==> src/rtl/sc_cmd_pkg.sv <==
`timescale 1ns/1ps
package sc_cmd_pkg;

    localparam int SC_NREG = 5;
    localparam int SC_DW   = 32;
    localparam int SC_AW   = 8;

    // index 0 is the rightmost element of each concatenation
    localparam logic [SC_NREG-1:0][SC_AW-1:0] SC_DEF_OFFS =
        {8'h64, 8'h54, 8'h50, 8'h48, 8'h40};

    localparam logic [SC_NREG-1:0][SC_DW-1:0] SC_DEF_MASK =
        {32'h0000_001B, 32'h203C_7E07, 32'h3F7F_3F7F, 32'h000F_0F7F, 32'h1F7F_7F1F};

    localparam logic [SC_NREG-1:0][SC_DW-1:0] SC_DEF_PULSE =
        {32'h0, 32'h0, 32'h0, 32'h0001_0F00, 32'h0};

    localparam logic [SC_NREG-1:0][SC_DW-1:0] SC_DEF_RSTV = '0;

    // positions of the per-lane value bits in a data word
    function automatic logic [SC_DW-1:0] sc_value_bits();
        logic [SC_DW-1:0] m;
        m = '0;
        for (int l = 0; l < SC_DW/8; l++) m[8*l+7] = 1'b1;
        return m;
    endfunction

endpackage

==> src/rtl/sc_lane_decode.sv <==
`timescale 1ns/1ps
module sc_lane_decode #(
    parameter int DW = 32,
    localparam int LANES = DW/8
) (
    input  logic             wr_live,
    input  logic [LANES-1:0] lane_stb,
    input  logic [DW-1:0]    lane_data,
    output logic [DW-1:0]    set_bits,
    output logic [DW-1:0]    clr_bits
);
    for (genvar l = 0; l < LANES; l++) begin : g_lane
        logic       act;
        logic       val;
        logic [6:0] sel;
        assign act = wr_live & lane_stb[l];
        assign val = lane_data[8*l+7];
        assign sel = lane_data[8*l +: 7];
        assign set_bits[8*l +: 8] = {1'b0, (act &  val) ? sel : 7'd0};
        assign clr_bits[8*l +: 8] = {1'b0, (act & ~val) ? sel : 7'd0};
    end
endmodule

==> src/rtl/sc_addr_map.sv <==
`timescale 1ns/1ps
module sc_addr_map #(
    parameter int NREG = 5,
    parameter int AW   = 8,
    parameter logic [NREG-1:0][AW-1:0] OFFS = '0
) (
    input  logic [AW-1:0]   addr,
    output logic [NREG-1:0] hit
);
    for (genvar i = 0; i < NREG; i++) begin : g_cmp
        assign hit[i] = (addr == OFFS[i]);
    end
endmodule

==> src/rtl/sc_reg_slice.sv <==
`timescale 1ns/1ps
module sc_reg_slice #(
    parameter int DW = 32,
    parameter logic [DW-1:0] IMPL  = '0,
    parameter logic [DW-1:0] PULSE = '0,
    parameter logic [DW-1:0] RSTV  = '0,
    parameter logic [DW-1:0] VALM  = '0
) (
    input  logic          clk,
    input  logic          rst_n,
    input  logic          sel,
    input  logic [DW-1:0] set_bits,
    input  logic [DW-1:0] clr_bits,
    output logic [DW-1:0] q
);
    localparam logic [DW-1:0] EFF   = IMPL & ~VALM;
    localparam logic [DW-1:0] PEFF  = PULSE & EFF;
    localparam logic [DW-1:0] RINIT = RSTV & EFF;

    logic [DW-1:0] held;
    logic [DW-1:0] q_n;

    always_comb begin
        held = q & ~PEFF;          // pulse bits last a single cycle
        if (sel) q_n = ((held & ~clr_bits) | set_bits) & EFF;
        else     q_n = held;
    end

    always_ff @(posedge clk or negedge rst_n) begin
        if (!rst_n) q <= RINIT;
        else        q <= q_n;
    end
endmodule

==> src/rtl/sc_read_mux.sv <==
`timescale 1ns/1ps
module sc_read_mux #(
    parameter int NREG = 5,
    parameter int DW   = 32
) (
    input  logic [NREG-1:0]         hit,
    input  logic [NREG-1:0][DW-1:0] regs,
    output logic [DW-1:0]           rdata
);
    always_comb begin
        rdata = '0;
        for (int i = 0; i < NREG; i++)
            if (hit[i]) rdata = rdata | regs[i];
    end
endmodule

==> src/rtl/sc_cmd_bank.sv <==
`timescale 1ns/1ps
module sc_cmd_bank
    import sc_cmd_pkg::*;
#(
    parameter int NREG = SC_NREG,
    parameter int AW   = SC_AW,
    parameter int DW   = SC_DW,
    parameter logic [NREG-1:0][AW-1:0] OFFS  = SC_DEF_OFFS,
    parameter logic [NREG-1:0][DW-1:0] MASK  = SC_DEF_MASK,
    parameter logic [NREG-1:0][DW-1:0] PULSE = SC_DEF_PULSE,
    parameter logic [NREG-1:0][DW-1:0] RSTV  = SC_DEF_RSTV,
    localparam int LANES = DW/8
) (
    input  logic             clk,
    input  logic             rst_n,
    input  logic             bus_we,
    input  logic [AW-1:0]    bus_addr,
    input  logic [LANES-1:0] bus_be,
    input  logic [DW-1:0]    bus_wdata,
    output logic [DW-1:0]    bus_rdata
);
    localparam logic [DW-1:0] VALM = sc_value_bits();

    logic [NREG-1:0]         reg_hit;
    logic [DW-1:0]           set_bits;
    logic [DW-1:0]           clr_bits;
    logic [NREG-1:0][DW-1:0] regs_q;

    sc_addr_map #(.NREG(NREG), .AW(AW), .OFFS(OFFS)) u_map (
        .addr (bus_addr),
        .hit  (reg_hit)
    );

    sc_lane_decode #(.DW(DW)) u_dec (
        .wr_live   (bus_we),
        .lane_stb  (bus_be),
        .lane_data (bus_wdata),
        .set_bits  (set_bits),
        .clr_bits  (clr_bits)
    );

    for (genvar i = 0; i < NREG; i++) begin : g_reg
        sc_reg_slice #(
            .DW(DW), .IMPL(MASK[i]), .PULSE(PULSE[i]), .RSTV(RSTV[i]), .VALM(VALM)
        ) u_slice (
            .clk      (clk),
            .rst_n    (rst_n),
            .sel      (reg_hit[i]),
            .set_bits (set_bits),
            .clr_bits (clr_bits),
            .q        (regs_q[i])
        );
    end

    sc_read_mux #(.NREG(NREG), .DW(DW)) u_rd (
        .hit   (reg_hit),
        .regs  (regs_q),
        .rdata (bus_rdata)
    );
endmodule

==> config.mk <==
export PLATFORM = sky130hd
export DESIGN_NAME = sc_cmd_bank
export DESIGN_NICKNAME = d
export VERILOG_FILES = /design/src/rtl/sc_cmd_pkg.sv /design/src/rtl/sc_lane_decode.sv /design/src/rtl/sc_addr_map.sv /design/src/rtl/sc_reg_slice.sv /design/src/rtl/sc_read_mux.sv /design/src/rtl/sc_cmd_bank.sv
export SDC_FILE = /design/constraint.sdc
export NUM_CORES = 1
export LEC_CHECK = 0
export BUFFER_PORTS_ARGS = -buffer_cell sky130_fd_sc_hd__buf_2
export CORE_ASPECT_RATIO = 1.75
export CORE_UTILIZATION = 56
export CTS_BUF_LIST = sky130_fd_sc_hd__clkbuf_8 sky130_fd_sc_hd__clkbuf_16
export CTS_CLUSTER_SIZE = 25
export DETAILED_ROUTE_END_ITERATION = 8
export PLACE_DENSITY_LB_ADDON = 0.08
export SLEW_MARGIN = 10
export SYNTH_ARGS = -nofsm -noshare
export SYNTH_HDL_FRONTEND = slang
export SYNTH_SLANG_ARGS = --single-unit
==> constraint.sdc <==
create_clock -name clk -period 1.6 [get_ports clk]
set_input_delay 0.08 -clock clk [delete_from_list [all_inputs] [get_ports clk]]
set_output_delay 0.08 -clock clk [all_outputs]
set_load 0.02 [all_outputs]
==> results.py <==
metrics = {
    "power_and_ir_drop": {
        "comb_power_share": 0.080,
        "power_density_nw_per_um2": 827,
        "swShare": 0.233,
        "p_int_mw": 3.42,
        "pwr-share-seq": 0.481,
        "p_switching_mw": 1.04,
        "leakagePower_nw": 2.75,
        "ir_drop_mv": 0.662,
        "clkPwrFrac": 0.438,
    },
    "yosys": {
        "synth-compound-area-share": 0.0645,
        "synthFlopType": "dfrtp_1",
        "yosysTopAreaCell": "dfrtp_1",
        "synth_top_family_by_area": "multiplexers",
        "ys_top_cells_by_count": "dfrtp_1, nand3_1, mux2_2",
        "ys_seq_area_frac": 0.461,
        "synthMuxAreaShare": 0.213,
        "synthCells": 388,
        "ys_ff_latch": 83,
        "synth_edf_count": 0,
        "synth_cell_type_count": 30,
        "synth_top_area_share": 0.461,
        "synthSimpleGateAreaFrac": 0.202,
        "synthMostInstantiatedCell": "dfrtp_1",
        "synth_area_um2": 4500,
        "synth_xor_area_frac": 0,
        "synth_area_leaders": "dfrtp_1, mux2_2, nand3_1, mux2_1, and3_1",
        "synth_adder_area_share": 0,
        "async_flop_share": 1.00,
        "yosys_warnings": 0,
        "avgSynthCellArea_um2": 11.6,
    },
    "timing": {
        "fin_crit_ps": 1600,
        "finClkSkew_ps": 0,
        "drv_slew": 0,
        "min_period_over_period": 1.00,
        "setup_viol": 1,
        "finalHoldViolCount": 0,
        "hold_slack_ps": 38.5,
        "fmax_mhz": 623,
        "worst_slack_ps": -4.98,
    },
    "cells_and_area": {
        "largestRegisters": "g.u_slice.q x83",
        "num-nets-final": 510,
        "diodes": 0,
        "largest_reg_flops": 83,
        "drive_gt1_frac": 0.383,
        "top_register": "g.u_slice.q",
        "num-fill-cells": 583,
        "fin_cells": 555,
        "area_growth_syn_to_layout_pct": 19.7,
    },
    "worst_setup_path": {
        "cp_max_fo": 6,
        "critPathCaptureType": "output port",
        "crit_arrival_ps": 1520,
        "start_kind": "primary input",
        "crit_required_ps": 1520,
        "r2r-start": "g_reg[1].u_slice.q[4]$_DFFE_PN0N_",
        "path_class": "primary input to output port",
        "crit_start": "bus_addr[7]",
    },
    "global_route": {
        "grt_max_degree": 49,
        "gr-total-overflow": 0,
        "grt_pass1_wl_mm": 17.6,
        "antenna_found_initial": 0,
        "grt_usage": 0.272,
        "grt_pass1_vias": 3527,
    },
    "clocking": {
        "numCtsBuffers": 9,
        "cts.htree.levels": 3,
        "cts_tree": "done",
        "clk_path_buf_depth": 2,
        "root_buffer": "clkbuf_16",
        "clkSinkCount": 83,
        "worstSkewPairLatency_ps": 340,
        "clk_pin_slew_ps": 60,
    },
    "min_path": {
        "min_path_type": "primary input to flop",
        "hp-start": "bus_wdata[10]",
    },
    "run_status": {
        "failed_checks": "setup timing",
        "status": "finished, violations left",
    },
    "placed_design": {
        "post-dp-hpwl_mm": 7.29,
        "dp.cells": 537,
        "gp_congestion": 0.781,
        "io_buffers": 72,
    },
    "routing": {
        "ant_nets": 0,
        "wl_per_cell_um": 19.7,
        "vias": 3461,
        "finalWirelength_mm": 10.9,
        "routed_via_density": 6.24,
        "drt_iter0_drc": 327,
        "firstDrtPassIters": 4,
        "drc": 0,
    },
    "floorplanning": {
        "boundaryPins": 79,
        "die_x_um": 69.8,
        "core_area_um2": 7670,
        "start_util": 0.587,
        "die_y_um": 121,
        "rows": 42,
        "die_area_um2": 8410,
    },
    "run": {
        "cap_viol_max_count": 0,
    },
}
[timing repair]
item                       4_1_cts  5_1_grt
buffers inserted                 0        1
cloned                           0        1
resized for setup                6       11
pin swaps                        0        2
hold buffers                     1        0
hold endpoints to repair        83        0
setup endpoints to repair        6       20
[logic make-up (layout without fill, tap and decap cells)]
group	after synthesis	count (layout)
simple gates	145	145
flops	83	83
buf+inv	42	117
compound gates	31	31
other cells	1	5
mux	86	86
[final cells by class]
class	count	area, um2	area share
Clock buffer	12	267	0.0495
Clock inverter	3	13.8	0.00256
Multi-Input combinational cell	267	2230	0.414
Sequential cell	83	2080	0.386
Tap cell	88	110	0.0204
Timing Repair Buffer	102	691	0.128
[critical path, stage by stage]
cell and delay [ps]:
buf_2 120, or4b_4 580, buf_4 200, nor3_2 250, a221o_1 140, buf_2 150
[cells in the final DEF, fill, tap and decap left out, types with 5 or more instances in the layout]
cell type	n
dfrtp_1	83
nand3_1	74
buf_2	69
mux2_2	46
and3_1	33
mux2_1	32
buf_4	21
a221o_1	17
a22o_1	12
clkbuf_16	10
mux2i_1	8
nor3_2	6
conb_1	5
buf_12	5
[metrics by stage]
| stage | TNS, ps | worst slack [ps] | power, mW | util | instance area [um2] |
|---|---|---|---|---|---|
| 5_1_grt | -11.9 | -9.11 | 4.60 | 0.702 | 5390 |
| 6_report | -4.98 | -4.98 | 4.45 | 0.702 | 5390 |
| 2_1_floorplan | 0 | 151 | 2.36 | - | 4520 |
| 4_1_cts | -11.8 | -11.8 | 4.48 | 0.692 | 5310 |
| 3_3_place_gp | -160 | -73.2 | 2.52 | 0.650 | 4990 |
| 3_5_place_dp | -65.6 | -37.7 | 2.53 | 0.650 | 4990 |
[per-layer routing]
layer | vias up | track usage | share of wire
met2 | 92 | 0.468 | 0.54
met1 | 1748 | 0.333 | 0.40
met4 | 0 | 0.128 | 0.024
met3 | 17 | 0.0392 | 0.039
li1 | 1604 | - | -
met5 | - | 0 | 0
[final timing paths]
| check | to | slack, ps | cells after the start |
|---|---|---|---|
| worst max-delay path | bus_rdata[10] | -5 | 6 |
| worst min-delay path | g_reg[1].u_slice.q[10]$_DFF_PN0_ | 40 | 2 |
| worst max register to register | g_reg[1].u_slice.q[4]$_DFFE_PN0N_ | 800 | 1 |
| worst min register to register | g_reg[0].u_slice.q[24]$_DFFE_PN0N_ | 490 | 1 |
| max in group asynchronous | g_reg[1].u_slice.q[8]$_DFF_PN0_ | 930 | 3 |
| min in group asynchronous | g_reg[1].u_slice.q[5]$_DFFE_PN0N_ | 240 | 3 |
[power by group through the flow]
stage	combinational (mW)	sequential [mW]	clock, mW
2_1_floorplan	0.180	2.18	0
3_3_place_gp	0.340	2.18	0
3_5_place_dp	0.347	2.18	0
4_1_cts	0.352	2.14	1.99
5_1_grt	0.392	2.15	2.06
6_report	0.358	2.14	1.95
Note: power is estimated with default switching activity, not from simulation.
